`src/rtl/i2c_tgt_pkg.sv`:
```
package i2c_tgt_pkg;
  localparam int BYTE_W = 8;
  localparam int ADDR_W = 7;
  localparam int CNT_W  = $clog2(BYTE_W + 1);

  typedef enum logic [3:0] {
    ST_IDLE,
    ST_ADDR,
    ST_ADDR_ACK,
    ST_RX,
    ST_RX_HOLD,
    ST_RX_ACK,
    ST_TX_LOAD,
    ST_TX,
    ST_TX_MACK
  } tgt_state_e;
endpackage

```
`src/rtl/i2c_tgt_cond.sv`:
```
module i2c_tgt_cond (
  input  logic clk_i,
  input  logic rst_ni,
  input  logic scl_i,
  input  logic sda_i,
  output logic scl_rise_o,
  output logic scl_fall_o,
  output logic start_o,
  output logic stop_o
);
  logic scl_q, sda_q;

  // idle bus reads high on both lines
  always_ff @(posedge clk_i or negedge rst_ni) begin
    if (!rst_ni) begin
      scl_q <= 1'b1;
      sda_q <= 1'b1;
    end else begin
      scl_q <= scl_i;
      sda_q <= sda_i;
    end
  end

  assign scl_rise_o = scl_i & ~scl_q;
  assign scl_fall_o = ~scl_i & scl_q;
  assign start_o    = scl_i & scl_q & sda_q & ~sda_i;
  assign stop_o     = scl_i & scl_q & ~sda_q & sda_i;
endmodule

```
`src/rtl/i2c_tgt_shreg.sv`:
```
module i2c_tgt_shreg #(
  parameter int W = 8
) (
  input  logic         clk_i,
  input  logic         rst_ni,
  input  logic         shift_i,
  input  logic         bit_i,
  input  logic         load_i,
  input  logic [W-1:0] load_val_i,
  output logic [W-1:0] q_o
);
  always_ff @(posedge clk_i or negedge rst_ni) begin
    if (!rst_ni)      q_o <= '0;
    else if (load_i)  q_o <= load_val_i;
    else if (shift_i) q_o <= {q_o[W-2:0], bit_i};
  end
endmodule

```
`src/rtl/i2c_tgt_ctrl.sv`:
```
module i2c_tgt_ctrl
  import i2c_tgt_pkg::*;
(
  input  logic              clk_i,
  input  logic              rst_ni,
  input  logic [ADDR_W-1:0] own_addr_i,
  input  logic              sda_i,
  input  logic              scl_rise_i,
  input  logic              scl_fall_i,
  input  logic              start_i,
  input  logic              stop_i,
  input  logic [BYTE_W-1:0] sh_q_i,
  output logic              sh_shift_o,
  output logic              sh_load_o,
  input  logic              rx_ready_i,
  input  logic              tx_valid_i,
  output logic              rx_valid_o,
  output logic              tx_ready_o,
  output logic              scl_oe_o,
  output logic              sda_oe_o
);
  localparam logic [CNT_W-1:0] CNT_FULL = CNT_W'(BYTE_W);
  localparam logic [CNT_W-1:0] CNT_LAST = CNT_W'(BYTE_W - 1);

  tgt_state_e       state_q, state_d;
  logic [CNT_W-1:0] cnt_q, cnt_d;
  logic             rw_q, rw_d;
  logic             hold_q, hold_d;

  always_comb begin
    state_d    = state_q;
    cnt_d      = cnt_q;
    rw_d       = rw_q;
    hold_d     = 1'b0;
    sh_shift_o = 1'b0;
    sh_load_o  = 1'b0;
    if (stop_i) begin
      state_d = ST_IDLE;
    end else if (start_i) begin
      state_d = ST_ADDR;
      cnt_d   = '0;
    end else begin
      unique case (state_q)
        ST_ADDR, ST_RX: begin
          if (scl_rise_i && cnt_q != CNT_FULL) begin
            sh_shift_o = 1'b1;
            cnt_d      = cnt_q + 1'b1;
          end else if (scl_fall_i && cnt_q == CNT_FULL) begin
            if (state_q == ST_RX) begin
              state_d = ST_RX_HOLD;
            end else if (sh_q_i[BYTE_W-1 -: ADDR_W] == own_addr_i) begin
              state_d = ST_ADDR_ACK;
              rw_d    = sh_q_i[0];
            end else begin
              state_d = ST_IDLE;
            end
          end
        end
        ST_ADDR_ACK, ST_RX_ACK: begin
          if (scl_fall_i) begin
            cnt_d   = '0;
            state_d = (state_q == ST_ADDR_ACK && rw_q) ? ST_TX_LOAD : ST_RX;
          end
        end
        ST_RX_HOLD: begin
          if (rx_ready_i) begin
            state_d = ST_RX_ACK;
            hold_d  = 1'b1;
          end
        end
        ST_TX_LOAD: begin
          if (tx_valid_i) begin
            sh_load_o = 1'b1;
            state_d   = ST_TX;
            cnt_d     = '0;
            hold_d    = 1'b1;
          end
        end
        ST_TX: begin
          if (scl_fall_i) begin
            if (cnt_q == CNT_LAST) begin
              state_d = ST_TX_MACK;
            end else begin
              sh_shift_o = 1'b1;
              cnt_d      = cnt_q + 1'b1;
            end
          end
        end
        ST_TX_MACK: begin
          if (scl_rise_i && sda_i) state_d = ST_IDLE;
          else if (scl_fall_i)     state_d = ST_TX_LOAD;
        end
        default: ;
      endcase
    end
  end

  always_ff @(posedge clk_i or negedge rst_ni) begin
    if (!rst_ni) begin
      state_q <= ST_IDLE;
      cnt_q   <= '0;
      rw_q    <= 1'b0;
      hold_q  <= 1'b0;
    end else begin
      state_q <= state_d;
      cnt_q   <= cnt_d;
      rw_q    <= rw_d;
      hold_q  <= hold_d;
    end
  end

  // hold_q keeps SCL low one extra clock so SDA settles before release
  assign scl_oe_o   = (state_q == ST_RX_HOLD) | (state_q == ST_TX_LOAD) | hold_q;
  assign sda_oe_o   = (state_q == ST_ADDR_ACK) | (state_q == ST_RX_ACK) |
                      ((state_q == ST_TX) & ~sh_q_i[BYTE_W-1]);
  assign rx_valid_o = (state_q == ST_RX_HOLD);
  assign tx_ready_o = (state_q == ST_TX_LOAD);
endmodule

```
`src/rtl/i2c_target.sv`:
```
module i2c_target
  import i2c_tgt_pkg::*;
(
  input  logic              clk_i,
  input  logic              rst_ni,
  input  logic [ADDR_W-1:0] own_addr_i,
  input  logic              scl_i,
  input  logic              sda_i,
  output logic              scl_oe_o,
  output logic              sda_oe_o,
  output logic [BYTE_W-1:0] rx_data_o,
  output logic              rx_valid_o,
  input  logic              rx_ready_i,
  input  logic [BYTE_W-1:0] tx_data_i,
  input  logic              tx_valid_i,
  output logic              tx_ready_o
);
  logic              scl_rise, scl_fall, start, stop;
  logic              sh_shift, sh_load;
  logic [BYTE_W-1:0] sh_q;

  i2c_tgt_cond u_cond (
    .clk_i      (clk_i),
    .rst_ni     (rst_ni),
    .scl_i      (scl_i),
    .sda_i      (sda_i),
    .scl_rise_o (scl_rise),
    .scl_fall_o (scl_fall),
    .start_o    (start),
    .stop_o     (stop)
  );

  i2c_tgt_shreg #(.W(BYTE_W)) u_shreg (
    .clk_i      (clk_i),
    .rst_ni     (rst_ni),
    .shift_i    (sh_shift),
    .bit_i      (sda_i),
    .load_i     (sh_load),
    .load_val_i (tx_data_i),
    .q_o        (sh_q)
  );

  i2c_tgt_ctrl u_ctrl (
    .clk_i      (clk_i),
    .rst_ni     (rst_ni),
    .own_addr_i (own_addr_i),
    .sda_i      (sda_i),
    .scl_rise_i (scl_rise),
    .scl_fall_i (scl_fall),
    .start_i    (start),
    .stop_i     (stop),
    .sh_q_i     (sh_q),
    .sh_shift_o (sh_shift),
    .sh_load_o  (sh_load),
    .rx_ready_i (rx_ready_i),
    .tx_valid_i (tx_valid_i),
    .rx_valid_o (rx_valid_o),
    .tx_ready_o (tx_ready_o),
    .scl_oe_o   (scl_oe_o),
    .sda_oe_o   (sda_oe_o)
  );

  assign rx_data_o = sh_q;
endmodule

```
`config.mk`:
```
export PLATFORM = sky130hd
export DESIGN_NAME = i2c_target
export DESIGN_NICKNAME = d
export VERILOG_FILES = /design/src/rtl/i2c_tgt_pkg.sv /design/src/rtl/i2c_tgt_cond.sv /design/src/rtl/i2c_tgt_shreg.sv /design/src/rtl/i2c_tgt_ctrl.sv /design/src/rtl/i2c_target.sv
export SDC_FILE = /design/constraint.sdc
export NUM_CORES = 1
export LEC_CHECK = 0
export BUFFER_PORTS_ARGS = -buffer_cell sky130_fd_sc_hd__buf_4
export CAP_MARGIN = 20
export CORE_ASPECT_RATIO = 1.5
export CORE_MARGIN = 5
export CORE_UTILIZATION = 40
export CTS_CLUSTER_DIAMETER = 150
export DETAILED_ROUTE_END_ITERATION = 10
export GPL_TIMING_DRIVEN = 0
export MAX_ROUTING_LAYER = met4
export PLACE_DENSITY = 0.66
export REMOVE_ABC_BUFFERS = 1
export SYNTH_ARGS = -nofsm -noshare
export SYNTH_HDL_FRONTEND = slang
export SYNTH_SLANG_ARGS = --single-unit
```
`constraint.sdc`:
```
create_clock -name clk_i -period 4.2 [get_ports clk_i]
set_input_delay 0.21 -clock clk_i [delete_from_list [all_inputs] [get_ports clk_i]]
set_output_delay 0.21 -clock clk_i [all_outputs]
set_load 0.1 [all_outputs]
```
==> results of run 1 <==
per-layer routing:
metal	vias to the layer above	track usage
li1	656	-
met1	622	0.209
met2	36	0.262
met3	10	0.0201
met4	0	0.0763
met5	-	-
logic make-up (layout without fill, tap and decap cells):
family | after synthesis | in the layout
XOR/XNOR | 8 | 8
AO/OA/AOI/OAI | 41 | 41
multiplexers | 12 | 12
adder cells (fa/ha/maj) | 2 | 2
flip-flops | 20 | 20
buffers and inverters | 17 | 45
AND/OR/NAND/NOR | 64 | 64
layout by cell type, fill, tap and decap left out, drive strengths merged, types with 6 or more instances in the layout:
cell type	netlist	layout
dfrtp	18	18
inv	8	8
buf	8	32
xnor2	6	6
a21oi	16	16
nor2	20	20
mux2i	11	11
nor3	9	9
nand2b	7	7
nand2	10	10
worst max-delay path, stage by stage, from the launching register on:
cell	delay, ps
dfrtp_1	680
nand2b_1	340
nor3_1	270
a22o_1	560
mux2i_1	260
a21oi_1	90
cell usage after synthesis (2+ instances only):
library cell  number  area, sq um
nor2_1            20         75.1
dfrtp_1           18          450
a21oi_1           16         80.1
mux2i_1           11          110
nand2_1            9         33.8
nor3_1             9         45.0
inv_1              8         30.0
nand2b_1           7         43.8
buf_2              6         30.0
xnor2_1            6         52.6
a211o_1            2         17.5
a31oi_1            2         12.5
and3_1             2         12.5
and3b_1            2         17.5
dfstp_2            2         52.6
ha_1               2         25.0
nand3_1            2         10.0
nand3b_1           2         15.0
nor4_4             2         42.5
o21ai_0            2         10.0
o21ai_1            2         10.0
o31a_1             2         17.5
or3_1              2         12.5
xor2_1             2         17.5
per-stage QoR:
stage	util	setup slack (ps)	cell area (sq um)	instances	hold slack (ps)
finish	0.495	1860	1790	235	93.5
global route	0.495	1640	1790	235	83.0
CTS	0.495	1860	1790	235	88.1
detailed placement	0.472	1860	1710	230	108
global placement	0.472	1880	1710	230	103
floorplan	-	993	1410	155	-85.6
path summary, 6_finish.rpt:
kind | endpoint | slack (ps) | cells after the start
max | u_shreg.q_o[0]$_DFFE_PN0P_ | 1860 | 5
min | u_cond.scl_q$_DFF_PN1_ | 90 | 1
max reg2reg | u_shreg.q_o[0]$_DFFE_PN0P_ | 1860 | 5
min reg2reg | u_ctrl.cnt_q[2]$_DFFE_PN0P_ | 530 | 1
max in group asynchronous | u_cond.scl_q$_DFF_PN1_ | 3550 | 2
min in group asynchronous | u_shreg.q_o[5]$_DFFE_PN0P_ | 380 | 2
area by class of cell:
cell class | instances | area (sq um) | share of cell area
multi-input cells | 127 | 881 | 0.492
flip-flops and latches | 20 | 503 | 0.281
repair buffers | 33 | 250 | 0.140
well taps | 43 | 53.8 | 0.0301
clock buffers | 3 | 41.3 | 0.0231
clock inverters | 1 | 30.0 | 0.0168
inverters | 8 | 30.0 | 0.0168
registers in the layout, summed over array words and instances, names as in the netlist:
name	cells
u_cond.sda_q	1
u_cond.scl_q	1
u_ctrl.state_q	4
u_ctrl.hold_q	1
u_shreg.q_o	8
u_ctrl.rw_q	1
u_ctrl.cnt_q	4
==> results.json, run 1 <==
{
  "outcome": "complete, no violations",
  "drive_above_1_share": 0.250,
  "setup_viol": 0,
  "setup_tns_ps": 0,
  "h-tree-depth": 1,
  "portBuffers": 32,
  "postCtsSetupRepairBufs": 0,
  "nets": 216,
  "slew_headroom": 0.572,
  "drv_slew": 0,
  "dr.pass1.iters": 4,
  "r2r-start": "u_ctrl.state_q[2]$_DFFE_PN0P_",
  "core_sq_um": 3610,
  "cp.arrival_ps": 2460,
  "groute.usage.overall": 0.167,
  "synth_compound_area_frac": 0.205,
  "grt_pass1_wl_um": 6350,
  "dpl.hpwl_um": 2760,
  "rows": 27,
  "wl_per_cell_um": 15.9,
  "critPathKind": "reg2reg",
  "hold_viol_final": 0,
  "io_pins": 33,
  "yosysSeqAreaShare": 0.345,
  "start_util": 0.404,
  "place_congestion": 0.908,
  "drc": 0,
  "wl_met1_um": 1590,
  "skew_ps": 3.38,
  "maxCapViolCount": 0,
  "grt-ovfl-total": 0,
  "drt_iter0_drc": 41,
  "synthAdderAreaFrac": 0.0172,
  "hp-class": "in2reg",
  "async_flop_share": 1.00,
  "fmax_mhz": 427,
  "ys.flop_type": "dfrtp_1",
  "finalCriticalPeriod_ps": 2340,
  "wl_met2_um": 1890,
  "endpoint_kind": "register",
  "clkTransAtPathRegs_ps": 80,
  "routed_wirelength_um": 3730,
  "hold_path_startpoint": "scl_i",
  "finalCritPeriodShare": 0.558,
  "synth-seq-cells": 20,
  "synth-simple-area-share": 0.250,
  "yosys.area_share.xor_xnor": 0.0480,
  "clock-root-buffer": "clkbuf_8",
  "cts_tree": "done",
  "synth.area.mux_share": 0.0832,
  "grt_pass1_vias": 1402,
  "n_antenna_cell": 0,
  "netlist_area_sq_um": 1460,
  "grt_max_degree": 21,
  "synth_edf_count": 0,
  "cts_resized": 0,
  "cts_buffer_depth": 2,
  "tightest_slew_ps": 642,
  "critPathLaunchType": "register",
  "route.met3.wl_um": 135,
  "num-fill-cells": 335,
  "die_area_sq_um": 4980,
  "synth_warnings": 0,
  "synthDistinctLibCells": 50,
  "avgSynthCellArea_sq_um": 8.90,
  "cp-startpoint": "u_ctrl.state_q[2]$_DFFE_PN0P_",
  "synth_top_family_by_area": "simple AND/OR/NAND/NOR gates",
  "antenna_found_initial": 0,
  "clock_sink_count": 20,
  "dr_total_vias": 1324,
  "highest_layer": "met4",
  "required_ps": 4320,
  "clock_latency_ps": 260,
  "area_growth_pct": 22.6,
  "die_w_um": 59.3,
  "critical_path_peak_fanout": 16,
  "cts_hold_buf": 1,
  "viasPerCell": 5.63,
  "syn_inst": 164,
  "ant_nets": 0,
  "numCtsBuffers": 3,
  "fp.dieH_um": 84.0,
  "rsz0062_at_grt": "no"
}
Power of run 1 is left out: the tool's default activity adds up to more than one toggle a clock period on the data nets, which glitch-free logic cannot reach.
==> run 2, diff against run 1 <==
- ABC_AREA: not set -> 1
- PLACE_DENSITY: 0.66 -> 0.68
- clock period: 4.2 -> 1.95 ns (I/O delays scaled with it)
==> run 2 against run 1 <==
Net effect:
- wire length up 8.9%
- worst hold slack worse by 33 ps
- synthesized area up 3.4%
- critical path depth up 4
==> results.json, run 2 <==
{
  "outcome": "complete, no violations",
  "critPathLaunchType": "register",
  "rsz0062_at_grt": "no",
  "die_area_sq_um": 5130,
  "area_growth_pct": 26.4,
  "clock_sink_count": 20,
  "ys.flop_type": "dfrtp_1",
  "final_common_cell": "nand2_1",
  "die_w_um": 60.2,
  "fp.dieH_um": 85.2,
  "dr.pass1.iters": 4,
  "cp-startpoint": "u_cond.scl_q$_DFF_PN1_",
  "synth_warnings": 0,
  "grt_pass1_vias": 1628,
  "grt-ovfl-total": 0,
  "synth.area.mux_share": 0,
  "hold_path_end": "u_shreg.q_o[7]$_DFFE_PN0P_",
  "largest_register_ffs": 8,
  "io_pins": 33,
  "portBuffers": 32,
  "drc": 0,
  "mostFrequentLayoutCells": "nand2_1, buf_4, nand3_1, inv_1, nor2_1",
  "start_util": 0.414,
  "synth_edf_count": 0,
  "grt_max_degree": 21,
  "avgSynthCellArea_sq_um": 6.45,
  "setup_viol": 0,
  "slew_headroom": 0.785,
  "yosysTopAreaCellShare": 0.299,
  "critical_path_peak_fanout": 4,
  "p_leak_nw": 0.994,
  "antenna_found_initial": 0,
  "setup_tns_ps": 0,
  "cts_buffer_depth": 2,
  "synthAdderAreaFrac": 0.0166,
  "ys_top_cells_by_count": "nand2_1, nand3_1, inv_1, nor2_1, dfrtp_1",
  "synth.largest_area_cell": "dfrtp_1",
  "clock_latency_ps": 260,
  "pre_cts_ws_ps": -32.3,
  "place_congestion": 0.874,
  "endpoint_kind": "register",
  "drv_slew": 0,
  "numCtsBuffers": 3,
  "groute.usage.overall": 0.178,
  "ant_nets": 0,
  "hold_path_startpoint": "tx_data_i[7]",
  "synth-simple-area-share": 0.430,
  "rrSetupSlack_ps": 160,
  "place_inst": 306,
  "cp.arrival_ps": 1930,
  "core_sq_um": 3650,
  "async_flop_share": 1.00,
  "power_density_nw_per_um2": 1280,
  "synth_compound_area_frac": 0.0920,
  "finalCriticalPeriod_ps": 1790,
  "drt_iter0_drc": 38,
  "tightest_slew_ps": 318,
  "routed_wirelength_um": 4060,
  "min_path_cells": 3,
  "syn_inst": 234,
  "postLayoutCoreUtil": 0.523,
  "maxCapViolCount": 0,
  "whs_ps": 60.1,
  "hp-class": "in2reg",
  "synth-seq-cells": 20,
  "dpl.hpwl_um": 3270,
  "required_ps": 2090,
  "grt_pass1_wl_um": 6980,
  "ir_worst_vdd_mv": 1.13,
  "cts_tree": "done",
  "h-tree-depth": 1,
  "top_regs": "u_shreg.q_o: 8 flops, u_ctrl.cnt_q: 4 flops, u_ctrl.state_q: 4 flops",
  "finalCritPeriodShare": 0.917,
  "wl_per_cell_um": 12.9,
  "clkTransAtPathRegs_ps": 70,
  "yosys.area_share.xor_xnor": 0.0290,
  "netlist_area_sq_um": 1510,
  "r2r-start": "u_cond.scl_q$_DFF_PN1_",
  "fin_cells": 316,
  "n_antenna_cell": 0,
  "critPathKind": "reg2reg",
  "synthDistinctLibCells": 27,
  "regMostFlops": "u_shreg.q_o",
  "hold_viol_final": 0,
  "rows": 27,
  "clock-root-buffer": "clkbuf_8",
  "reg2reg_to": "u_ctrl.state_q[1]$_DFFE_PN0P_",
  "synth_top_family_by_area": "simple AND/OR/NAND/NOR gates",
  "layout_setup_ws_ps": 161,
  "viasPerCell": 5.14,
  "synth.top_cells.by_area": "dfrtp_1, nand2_1, nand3_1, inv_1, nor2_1",
  "reg2reg_depth": 9,
  "synth.most_common_cell": "nand2_1",
  "yosysSeqAreaShare": 0.333,
  "drive_above_1_share": 0.249,
  "dr_total_vias": 1623,
  "nets": 297,
  "fmax_mhz": 559,
  "skew_ps": 5.59
}
==> run 2: cell count changes after synthesis, sizes merged, moves of 5 or more <==
cell,before,now
nor3,9,0
buf,8,3
nand3,2,31
nand2b,7,0
inv,8,33
mux2i,11,0
nor2,20,35
a21oi,16,6
nand2,10,79
o211ai,0,5
==> run 2: worst max path at each step <==
| stage | to | slack, ps |
|---|---|---|
| after floorplan | sda_oe_o | -2550 |
| after global placement | u_shreg.q_o[5]$_DFFE_PN0P_ | -40 |
| after detailed placement | u_shreg.q_o[5]$_DFFE_PN0P_ | -30 |
| after CTS | u_shreg.q_o[5]$_DFFE_PN0P_ | 60 |
| after global routing | u_shreg.q_o[7]$_DFFE_PN0P_ | 30 |
| final | u_ctrl.state_q[1]$_DFFE_PN0P_ | 160 |
==> run 2: cell families (layout without fill, tap and decap cells) <==
logic type | Yosys count | in the layout
and+or+nand+nor | 149 | 149
buffers and inverters | 36 | 75
AOI/OAI and AO/OA | 22 | 22
DFF | 20 | 20
xor gates and xnor gates | 5 | 5
adders and majority gates | 2 | 2
==> run 2: final cells by class <==
type	instances	area, sq um
multi-input cells	178	875
inverters	33	126
flip-flops and latches	20	504
repair buffers	38	293
fillers	372	1740
clock buffers	4	55.1
well taps	43	53.8
==> run 2: power breakdown <==
part | total [mW] | switching, mW | internal [mW]
combinational | 1.44 | 1.06 | 0.381
sequential | 0.693 | 0.151 | 0.542
clock | 0.310 | 0.130 | 0.179
total | 2.45 | 1.35 | 1.10
==> run 2: worst max-delay path, cell delays in order (launching register included) <==
cell and delay (ps):
dfstp_2 540, nand2_1 90, nor2_2 290, inv_2 90, nand2_1 120, o21ai_0 90
nor2_1 160, nand3_2 150, nand2_1 90, nand2_1 60
==> run 2: layer usage <==
layer,global-route usage,part of all wire,vias up,wire [um]
met5,-,0,-,0
met4,0.0968,0.024,0,97
met3,0.0259,0.041,10,166
met2,0.303,0.55,38,2250
met1,0.190,0.38,753,1550
li1,-,-,822,-
==> run 2: what timing repair did <==
action | CTS | global route
endpoints found under the hold margin | 22 | 0
hold buffers | 3 | 0
buffers inserted | 0 | 3
pin swaps | 0 | 1
gates resized for setup | 2 | 3
endpoints found under the setup margin | 3 | 8
==> run 2: stage by stage <==
step | area, sq um | power (mW)
after floorplan | 1490 | 1.79
after global placement | 1780 | 2.11
after detailed placement | 1780 | 2.13
after CTS | 1880 | 2.46
after global routing | 1910 | 2.61
final | 1910 | 2.45
(Power assumes the default switching activity.)
==> run 3, diff against run 2 <==
- RECOVER_POWER: not set -> 100
==> run 3 against run 2 <==
Net effect:
- core utilization is 1.1 points lower
- design area is 2.0% lower
- first-iteration DRC count is 2.6% higher
- largest power group unchanged
==> results.json, run 3 (synthesis results as in run 2) <==
{
  "antenna_found_initial": 0,
  "setup_tns_ps": 0,
  "top_regs": "u_shreg.q_o: 8 flops, u_ctrl.cnt_q: 4 flops, u_ctrl.state_q: 4 flops",
  "slowest_stage": "dlygate4sd3_1",
  "nets": 297,
  "cp.arrival_ps": 1960,
  "power_mw": 2.39,
  "groute.usage.overall": 0.178,
  "p_leak_nw": 0.975,
  "reg2reg_depth": 9,
  "drt_iter0_drc": 39,
  "viasPerCell": 5.13,
  "clock_sink_count": 20,
  "ant_nets": 0,
  "dr.pass1.iters": 5,
  "dr_total_vias": 1622,
  "io_pins": 33,
  "grt-ovfl-total": 0,
  "numCtsBuffers": 3,
  "cp_num_buf_inv": 3,
  "crit_chain": "dlygate4sd3_1 > clkbuf_1 > nand2_1 > nor2_2 > inv_2 > nand2_1 > o21ai_0 > nor2_1 > nand3_2 > nand2_1 > nand2_1",
  "critPathKind": "in2reg",
  "clkTransAtPathRegs_ps": 70,
  "die_w_um": 60.2,
  "area_growth_pct": 23.8,
  "critical_path_peak_fanout": 5,
  "clock_latency_ps": 250,
  "start_util": 0.414,
  "n_antenna_cell": 0,
  "hp-class": "in2reg",
  "path_delay_family": "simple AND/OR/NAND/NOR gates",
  "hold_path_end": "u_shreg.q_o[7]$_DFFE_PN0P_",
  "rrSetupSlack_ps": 140,
  "rows": 27,
  "routed_wirelength_um": 4080,
  "drv_slew": 0,
  "ir_worst_vdd_mv": 1.10,
  "dpl.hpwl_um": 3270,
  "skew_ps": 4.72,
  "grt_pass1_vias": 1628,
  "power_density_nw_per_um2": 1280,
  "critical_path.most_common_cell": "nand2_1",
  "outcome": "complete, no violations",
  "clock-root-buffer": "clkbuf_8",
  "maxCapViolCount": 0,
  "hold_path_startpoint": "tx_data_i[7]",
  "regMostFlops": "u_shreg.q_o",
  "largest_register_ffs": 8,
  "drive_above_1_share": 0.231,
  "core_sq_um": 3650,
  "h-tree-depth": 1,
  "final_common_cell": "nand2_1",
  "portBuffers": 32,
  "grt_max_degree": 21,
  "grt_pass1_wl_um": 6980,
  "setup_viol": 0,
  "r2r-start": "u_cond.scl_q$_DFF_PN1_",
  "fmax_mhz": 549,
  "critPathMaxStageDelay_ps": 520,
  "finalCriticalPeriod_ps": 1820,
  "die_area_sq_um": 5130,
  "critPathLaunchType": "primary input",
  "whs_ps": 59.8,
  "hold_viol_final": 0,
  "place_congestion": 0.874,
  "slew_headroom": 0.228,
  "wl_per_cell_um": 12.9,
  "reg2reg_to": "u_ctrl.state_q[1]$_DFFE_PN0P_",
  "mostFrequentLayoutCells": "nand2_1, nand3_1, inv_1, nor2_1, buf_4",
  "cts_tree": "done",
  "tightest_slew_ps": 1160,
  "min_path_cells": 3,
  "fp.dieH_um": 85.2,
  "finalCritPeriodShare": 0.933,
  "rsz0062_at_grt": "no",
  "cts_buffer_depth": 2,
  "endpoint_kind": "register",
  "drc": 0,
  "required_ps": 2090
}
## run 3: cell types whose count changed in the layout (fill, tap and decap cells not counted)
cell,delta
nand2_1,+1
nand2_2,-1
clkbuf_1,+3
clkbuf_2,+10
buf_4,-14
dfstp_1,+1
clkbuf_4,+1
dfstp_2,-1
## run 3: worst max path at each step
| stage | endpoint | slack, ps | start | depth (start not counted) |
|---|---|---|---|---|
| floorplan | sda_oe_o | -2550 | u_shreg.q_o[7]$_DFFE_PN0P_ | 1 |
| detailed placement | u_shreg.q_o[5]$_DFFE_PN0P_ | -30 | u_cond.sda_q$_DFF_PN1_ | 9 |
| CTS | u_shreg.q_o[5]$_DFFE_PN0P_ | 60 | u_cond.scl_q$_DFF_PN1_ | 9 |
| finish | u_ctrl.state_q[1]$_DFFE_PN0P_ | 130 | sda_i | 11 |
| global placement | u_shreg.q_o[5]$_DFFE_PN0P_ | -40 | u_cond.scl_q$_DFF_PN1_ | 9 |
| global route | u_shreg.q_o[7]$_DFFE_PN0P_ | 10 | u_cond.scl_q$_DFF_PN1_ | 9 |
## run 3: cell type report
| cell class | instances | area [sq um] |
|---|---|---|
| fill | 380 | 1780 |
| inverter | 33 | 126 |
| tap | 43 | 53.8 |
| clock buffer | 4 | 55.1 |
| sequential | 20 | 504 |
| multi-input combinational | 178 | 872 |
| timing repair buffer | 38 | 256 |
## run 3: timing repair
| item | in CTS | in global routing |
|---|---|---|
| resized for setup | 2 | 3 |
| hold buffers | 3 | 0 |
| setup endpoints to repair | 3 | 8 |
| pin swaps | 0 | 1 |
| hold endpoints to repair | 22 | 0 |
| setup buffers | 0 | 3 |
## run 3: layer usage
metal | global-route usage | up-vias | share of wire
li1 | - | 821 | -
met2 | 0.303 | 42 | 0.54
met1 | 0.190 | 748 | 0.38
met5 | - | - | 0
met3 | 0.0259 | 11 | 0.047
met4 | 0.0968 | 0 | 0.030
## run 3: per-stage QoR
| stage | cells | util | area, sq um | setup slack, ps |
|---|---|---|---|---|
| final | 316 | 0.512 | 1870 | 130 |
| after global routing | 316 | 0.512 | 1870 | 11.8 |
| after CTS | 313 | 0.514 | 1880 | 61.5 |
| after detailed placement | 306 | 0.488 | 1780 | -32.3 |
| after global placement | 306 | 0.488 | 1780 | -41.9 |
| after floorplan | 231 | - | 1490 | -2550 |
## run 3: tightest hold or removal path, delay by kind of cell
family	cells	cell delay [ps]
buffers and inverters	1	80
AND/OR/NAND/NOR	2	100
## run 3: where the power goes
group          internal [mW]  total (mW)  switching, mW  leakage [nW]
clock                  0.179       0.309          0.130        0.0288
sequential             0.541       0.691          0.150         0.257
combinational          0.322        1.39           1.06         0.689
total                   1.04        2.39           1.34         0.975
